<file path="src/rtl/irq_chain_ctrl.sv">
module irq_chain_ctrl #(
  parameter logic [7:0] VEC_RST = 8'h0F
) (
  input  logic       clk,
  input  logic       rst_n,
  input  logic [7:0] src,
  input  logic       cs_n,
  input  logic       rd_n,
  input  logic       wr_n,
  input  logic [2:0] addr,
  input  logic [7:0] wdata,
  output logic [7:0] dout,
  output logic       dout_en,
  input  logic       iack_n,
  input  logic       ien_in,
  output logic       ien_out,
  output logic       irq_pull
);

  localparam logic [2:0] A_RAW  = 3'd0;
  localparam logic [2:0] A_MSKD = 3'd1;
  localparam logic [2:0] A_MASK = 3'd2;
  localparam logic [2:0] A_VEC  = 3'd3;
  localparam logic [2:0] A_MODE = 3'd4;

  logic [7:0] stat_q, mask_q, vec_q, rd_mux;
  logic       mode_q, wr_q;

  wire wr_commit = !cs_n && !wr_q && wr_n;
  wire pend      = |(stat_q & mask_q);
  wire ack_hit   = mode_q && !iack_n && ien_in && pend;
  wire rd_hit    = !cs_n && !rd_n;

  always_ff @(posedge clk) begin
    if (!rst_n) begin
      stat_q <= '0;
      mask_q <= '0;
      vec_q  <= VEC_RST;
      mode_q <= 1'b0;
      wr_q   <= 1'b1;
    end else begin
      stat_q <= src;
      wr_q   <= wr_n;
      if (wr_commit) begin
        case (addr)
          A_MASK:  mask_q <= wdata;
          A_VEC:   vec_q  <= wdata;
          A_MODE:  mode_q <= wdata[0];
          default: ;
        endcase
      end
    end
  end

  always_comb begin
    case (addr)
      A_RAW:   rd_mux = stat_q;
      A_MSKD:  rd_mux = stat_q & mask_q;
      A_MASK:  rd_mux = mask_q;
      A_VEC:   rd_mux = vec_q;
      A_MODE:  rd_mux = {7'd0, mode_q};
      default: rd_mux = 8'h00;
    endcase
  end

  assign irq_pull = pend;
  assign ien_out  = ien_in && !pend;
  assign dout_en  = ack_hit || rd_hit;
  assign dout     = ack_hit ? vec_q : (rd_hit ? rd_mux : 8'h00);

  assert_status_follows_R2: assert property (@(posedge clk) disable iff (!rst_n)
    rst_n |=> stat_q == $past(src));

  assert_req_needs_mask_R4: assert property (@(posedge clk) disable iff (!rst_n)
    irq_pull |-> (mask_q != 8'h00) && (stat_q != 8'h00));

  assert_no_write_unselected_R5: assert property (@(posedge clk) disable iff (!rst_n)
    (cs_n && $rose(wr_n)) |=> $stable(mask_q) && $stable(vec_q) && $stable(mode_q));

  assert_bus_quiet_R7: assert property (@(posedge clk) disable iff (!rst_n)
    (cs_n && iack_n) |-> !dout_en);

  assert_ack_gated_R9: assert property (@(posedge clk) disable iff (!rst_n)
    (cs_n && (!ien_in || !mode_q)) |-> !dout_en);

  assert_chain_blocked_R10: assert property (@(posedge clk) disable iff (!rst_n)
    (!ien_in || irq_pull) |-> !ien_out);

endmodule

</file>
<file path="config.mk">
export PLATFORM = sky130hd
export DESIGN_NAME = irq_chain_ctrl
export DESIGN_NICKNAME = d
export VERILOG_FILES = /design/src/rtl/irq_chain_ctrl.sv
export SDC_FILE = /design/constraint.sdc
export NUM_CORES = 1
export LEC_CHECK = 0
export ABC_AREA = 1
export ABC_CLOCK_PERIOD_IN_PS = 1100
export BUFFER_PORTS_ARGS = -buffer_cell sky130_fd_sc_hd__buf_4
export CAP_MARGIN = 15
export CORE_UTILIZATION = 30
export CTS_CLUSTER_DIAMETER = 200
export DETAILED_ROUTE_END_ITERATION = 6
export SYNTH_ARGS = -nofsm -noshare
export SYNTH_HDL_FRONTEND = slang
export SYNTH_SLANG_ARGS = --single-unit
</file>
<file path="constraint.sdc">
create_clock -name clk -period 1.1 [get_ports clk]
set_input_delay 0 -clock clk [delete_from_list [all_inputs] [get_ports clk]]
set_output_delay 0 -clock clk [all_outputs]
set_load 0.005 [all_outputs]
</file>
==> parameters.txt <==
Parameter                              Value

Worst setup path
  Register-to-Register Path Depth ... 6
  Crit path arrival time ... 1.44 ns
  Critical path peak fanout ... 5
  Launch point of the worst reg-to-reg path ... wr_q
  Origin of the worst setup path ... mask_q[2]
  Worst setup EP type ... primary output
  Critical register-to-register path endpoint ... vec_q[2]
  CP startpoint kind ... flip-flop
  Setup crit end ... dout[5]
  Category of the critical setup timing path ... flip-flop to primary output
  Critical Path RT ... 1.10 ns
  R2r setup slk ... -0.13 ns

Timing
  Tcrit/Tclk final ... 131%
  Setup repair after global routing missed its margin ... yes
  Final setup slack of the worst path ... -0.344 ns
  Tmin final ... 1.44 ns
  Actual slew at the worst max-slew pin ... 0.332 ns
  Slew Viols, Final ... 0
  Final setup violation count ... 27
  Fin. Hold Viols ... 0
  Relative slew slack ... 77.9%
  Worst clock skew on the final layout ... 0.00189 ns
  Fmax ... 693 MHz

GRT
  Global route overflow ... 0
  Aggregate global-route resource usage ... 18.9%
  Pin count of the biggest net entering global routing ... 27
  Vias in the first global route ... 1651
  Antenna violations before repair ... 0
  Global-route wire length before repair ... 7.58 mm

Synth
  Leading post-synthesis cells by cell area ... sky130_fd_sc_hd__dfxtp_1 (36%), sky130_fd_sc_hd__nand2_1 (17%), sky130_fd_sc_hd__nor2_1 (9.8%)
  Most common flop cell mapped by yosys ... sky130_fd_sc_hd__dfxtp_1
  Yosys warning count ... 0
  Largest area contributor in the netlist ... sky130_fd_sc_hd__dfxtp_1
  Post-Synthesis Net Count ... 259
  Summed instance area of the synthesized netlist ... 1450 um^2
  List of most frequent post-synthesis cells ... sky130_fd_sc_hd__nand2_1 (65), sky130_fd_sc_hd__nor2_1 (38), sky130_fd_sc_hd__inv_1 (30)
  Synth unique cells ... 16
  Most instantiated library cell after synthesis ... sky130_fd_sc_hd__nand2_1
  Fraction of post-synthesis cell area in the top cell type by area ... 35.9%
  Number of enable-type register cells in the synthesized netlist ... 0
  Mean post-synth cell area ... 6.22 um^2
  Synth async-reset ratio ... 0%
  Gate count of the mapped netlist ... 233
  Number of synthesized register bits ... 26
  Share of the yosys chip area belonging to registers ... 35.9%

Min path
  Startpoint of the worst hold path ... rst_n
  Worst min-delay path category ... primary input to flip-flop

Power and ir drop
  Post-route total power ... 2.11 mW
  Sw power ... 0.492 mW
  Design internal power ... 1.62 mW
  Max VDD drop ... 0.000945 V
  P_leak ... 1.22 nW
  Share of power burned in combinational logic ... 15.4%
  Switching portion of total power ... 23.3%
  Power share of the clock group ... 38.2%
  Power per cell area ... 886 nW/um^2
  Sequential fraction of design power ... 46.5%

Drt
  WL per Instance ... 12.7 um
  Post-route ant nets ... 0
  DR iter-0 viols ... 94
  Via count normalized by instance count ... 4.88
  Post-route DRC violation count ... 0
  Detailed-route via count ... 1762
  Total wire length ... 4.60 mm
  Detailed-routing iteration count for the pre-antenna-repair pass ... 4

Floorplan
  Number of rows created at floorplan ... 24
  Initial cell density of the core ... 32.2%
  Overall die area ... 5120 um^2
  X dimension of the die ... 71.5 um
  Core footprint ... 4500 um^2
  Io pins ... 37
  Chip height ... 71.5 um

Final layout
  Share of final-layout standard cells stronger than drive strength 1 ... 40.8%
  ANT cells ... 0
  Number of inserted filler cells in the final layout ... 460
  Area growth syn-to-layout ... 64.3%
  Layout Nets ... 336
  Final design utilization ... 52.9%

Run status
  Violated checks ... setup timing
  Outcome ... complete, but fails checks

Placed design
  Last weighted congestion value of the routability-driven placer ... 0.891
  Number of input and output port buffers inserted ... 36
  Dpl hpwl ... 2.98 mm

Clock network
  H-tree depth ... 1
  Cell at the root of the clock tree ... sky130_fd_sc_hd__clkbuf_8
  Register clock-pin slew on the reported worst setup and hold paths ... 0.09 ns
  Clock Latency Late Sink ... 0.27 ns
  Clock sinks ... 26
  Longest Clk Path Bufs ... 2
  Num CTS Buffers ... 3
  Clock tree from TritonCTS ... built

Flow run
  Max capacitance violation total ... 0
## placed cells by master, fill, tap and decap left out
master	instances
sky130_fd_sc_hd__dfxtp_2	10
sky130_fd_sc_hd__nand2_4	2
sky130_fd_sc_hd__clkbuf_8	3
sky130_fd_sc_hd__nor2_2	6
sky130_fd_sc_hd__nand3_2	6
sky130_fd_sc_hd__inv_2	2
sky130_fd_sc_hd__o21ai_0	12
sky130_fd_sc_hd__nand2_2	23
sky130_fd_sc_hd__nor3_2	2
sky130_fd_sc_hd__inv_1	27
sky130_fd_sc_hd__o21ai_2	2
sky130_fd_sc_hd__buf_6	10
sky130_fd_sc_hd__nand3_1	20
sky130_fd_sc_hd__dfxtp_1	16
sky130_fd_sc_hd__nand2_1	41
sky130_fd_sc_hd__clkinvlp_4	1
sky130_fd_sc_hd__dlygate4sd3_1	17
sky130_fd_sc_hd__nor2_4	4
sky130_fd_sc_hd__nor3_4	1
sky130_fd_sc_hd__nand4_1	12
sky130_fd_sc_hd__nand3b_1	6
sky130_fd_sc_hd__buf_4	52
sky130_fd_sc_hd__nor2_1	32
sky130_fd_sc_hd__bufinv_16	1
sky130_fd_sc_hd__inv_4	1
## how the worst min path moves through the flow
stage,slack (ns),to,cells past startpoint
6_report,0.07,vec_q[2],2
5_1_grt,0.07,wr_q,2
4_1_cts,0.06,wr_q,2
3_5_place_dp,0.18,stat_q[6],3
3_3_place_gp,0.18,stat_q[1],3
2_1_floorplan,0.07,dout_en,1
## what timing repair did
action	4_1_cts	5_1_grt
buffers inserted	0	3
gates resized for setup	19	53
gates cloned	0	1
hold endpoints to repair	26	0
endpoints found under the setup margin	27	28
pin swaps	5	25
hold buffers	17	0
## stage by stage
step	hold WS, ns	worst slack (ns)	TNS (ns)	instance area [um^2]	instances
floorplan	0.0698	0.0139	0	1450	233
global placement	0.177	-0.0687	-0.613	1920	338
detailed placement	0.184	-0.0722	-1.42	1920	338
CTS	0.0572	-0.349	-4.07	2200	359
global route	0.0653	-0.446	-6.78	2380	361
finish	0.0699	-0.344	-4.51	2380	361
## cell families after synthesis
family / count (synthesis) / synth area share [%]
AOI/OAI and AO/OA: 14 / 4.83
and+or+nand+nor: 155 / 48.1
buffers and inverters: 38 / 11.1
DFF: 26 / 35.9
## power by group through the flow
stage	Combinational (mW)	Sequential, mW	Clock, mW
floorplan	0.110	0.994	0
global placement	0.252	0.996	0
detailed placement	0.251	0.996	0
CTS	0.302	0.978	0.829
global route	0.355	0.984	0.870
finish	0.324	0.981	0.806
## worst max-delay path: stages (launching register included)
cell	delay, ns
sky130_fd_sc_hd__dfxtp_2	0.33
sky130_fd_sc_hd__nand2_2	0.07
sky130_fd_sc_hd__nand2_1	0.05
sky130_fd_sc_hd__nor2_1	0.12
sky130_fd_sc_hd__nand2_2	0.10
sky130_fd_sc_hd__nand2_4	0.11
sky130_fd_sc_hd__inv_4	0.04
sky130_fd_sc_hd__buf_6	0.13
sky130_fd_sc_hd__nand2_2	0.05
sky130_fd_sc_hd__nand2_1	0.04
sky130_fd_sc_hd__buf_4	0.13
## metal layers
layer / vias up / share of wire (%) / track usage, %
li1: 890 / - / -
met1: 822 / 46 / 25.7
met2: 44 / 48 / 31.0
met3: 6 / 5.1 / 3.94
met4: 0 / 1.2 / 3.92
met5: - / 0 / 0
## final cells by class
| cell class | instances | area [um^2] | share of cell area [%] |
|---|---|---|---|
| multi-input combinational | 169 | 917 | 38.5 |
| timing repair buffer | 79 | 673 | 28.3 |
| sequential | 26 | 533 | 22.4 |
| inverter | 31 | 123 | 5.15 |
| tap | 52 | 65.1 | 2.73 |
| clock buffer | 3 | 41.3 | 1.73 |
| clock inverter | 1 | 30.0 | 1.26 |
## registers in the layout, indices dropped and copies added, names as in the netlist
name and count:
vec_q 8, mode_q 1, wr_q 1, stat_q 8, mask_q 8
Note: power is estimated with default switching activity, not from simulation.
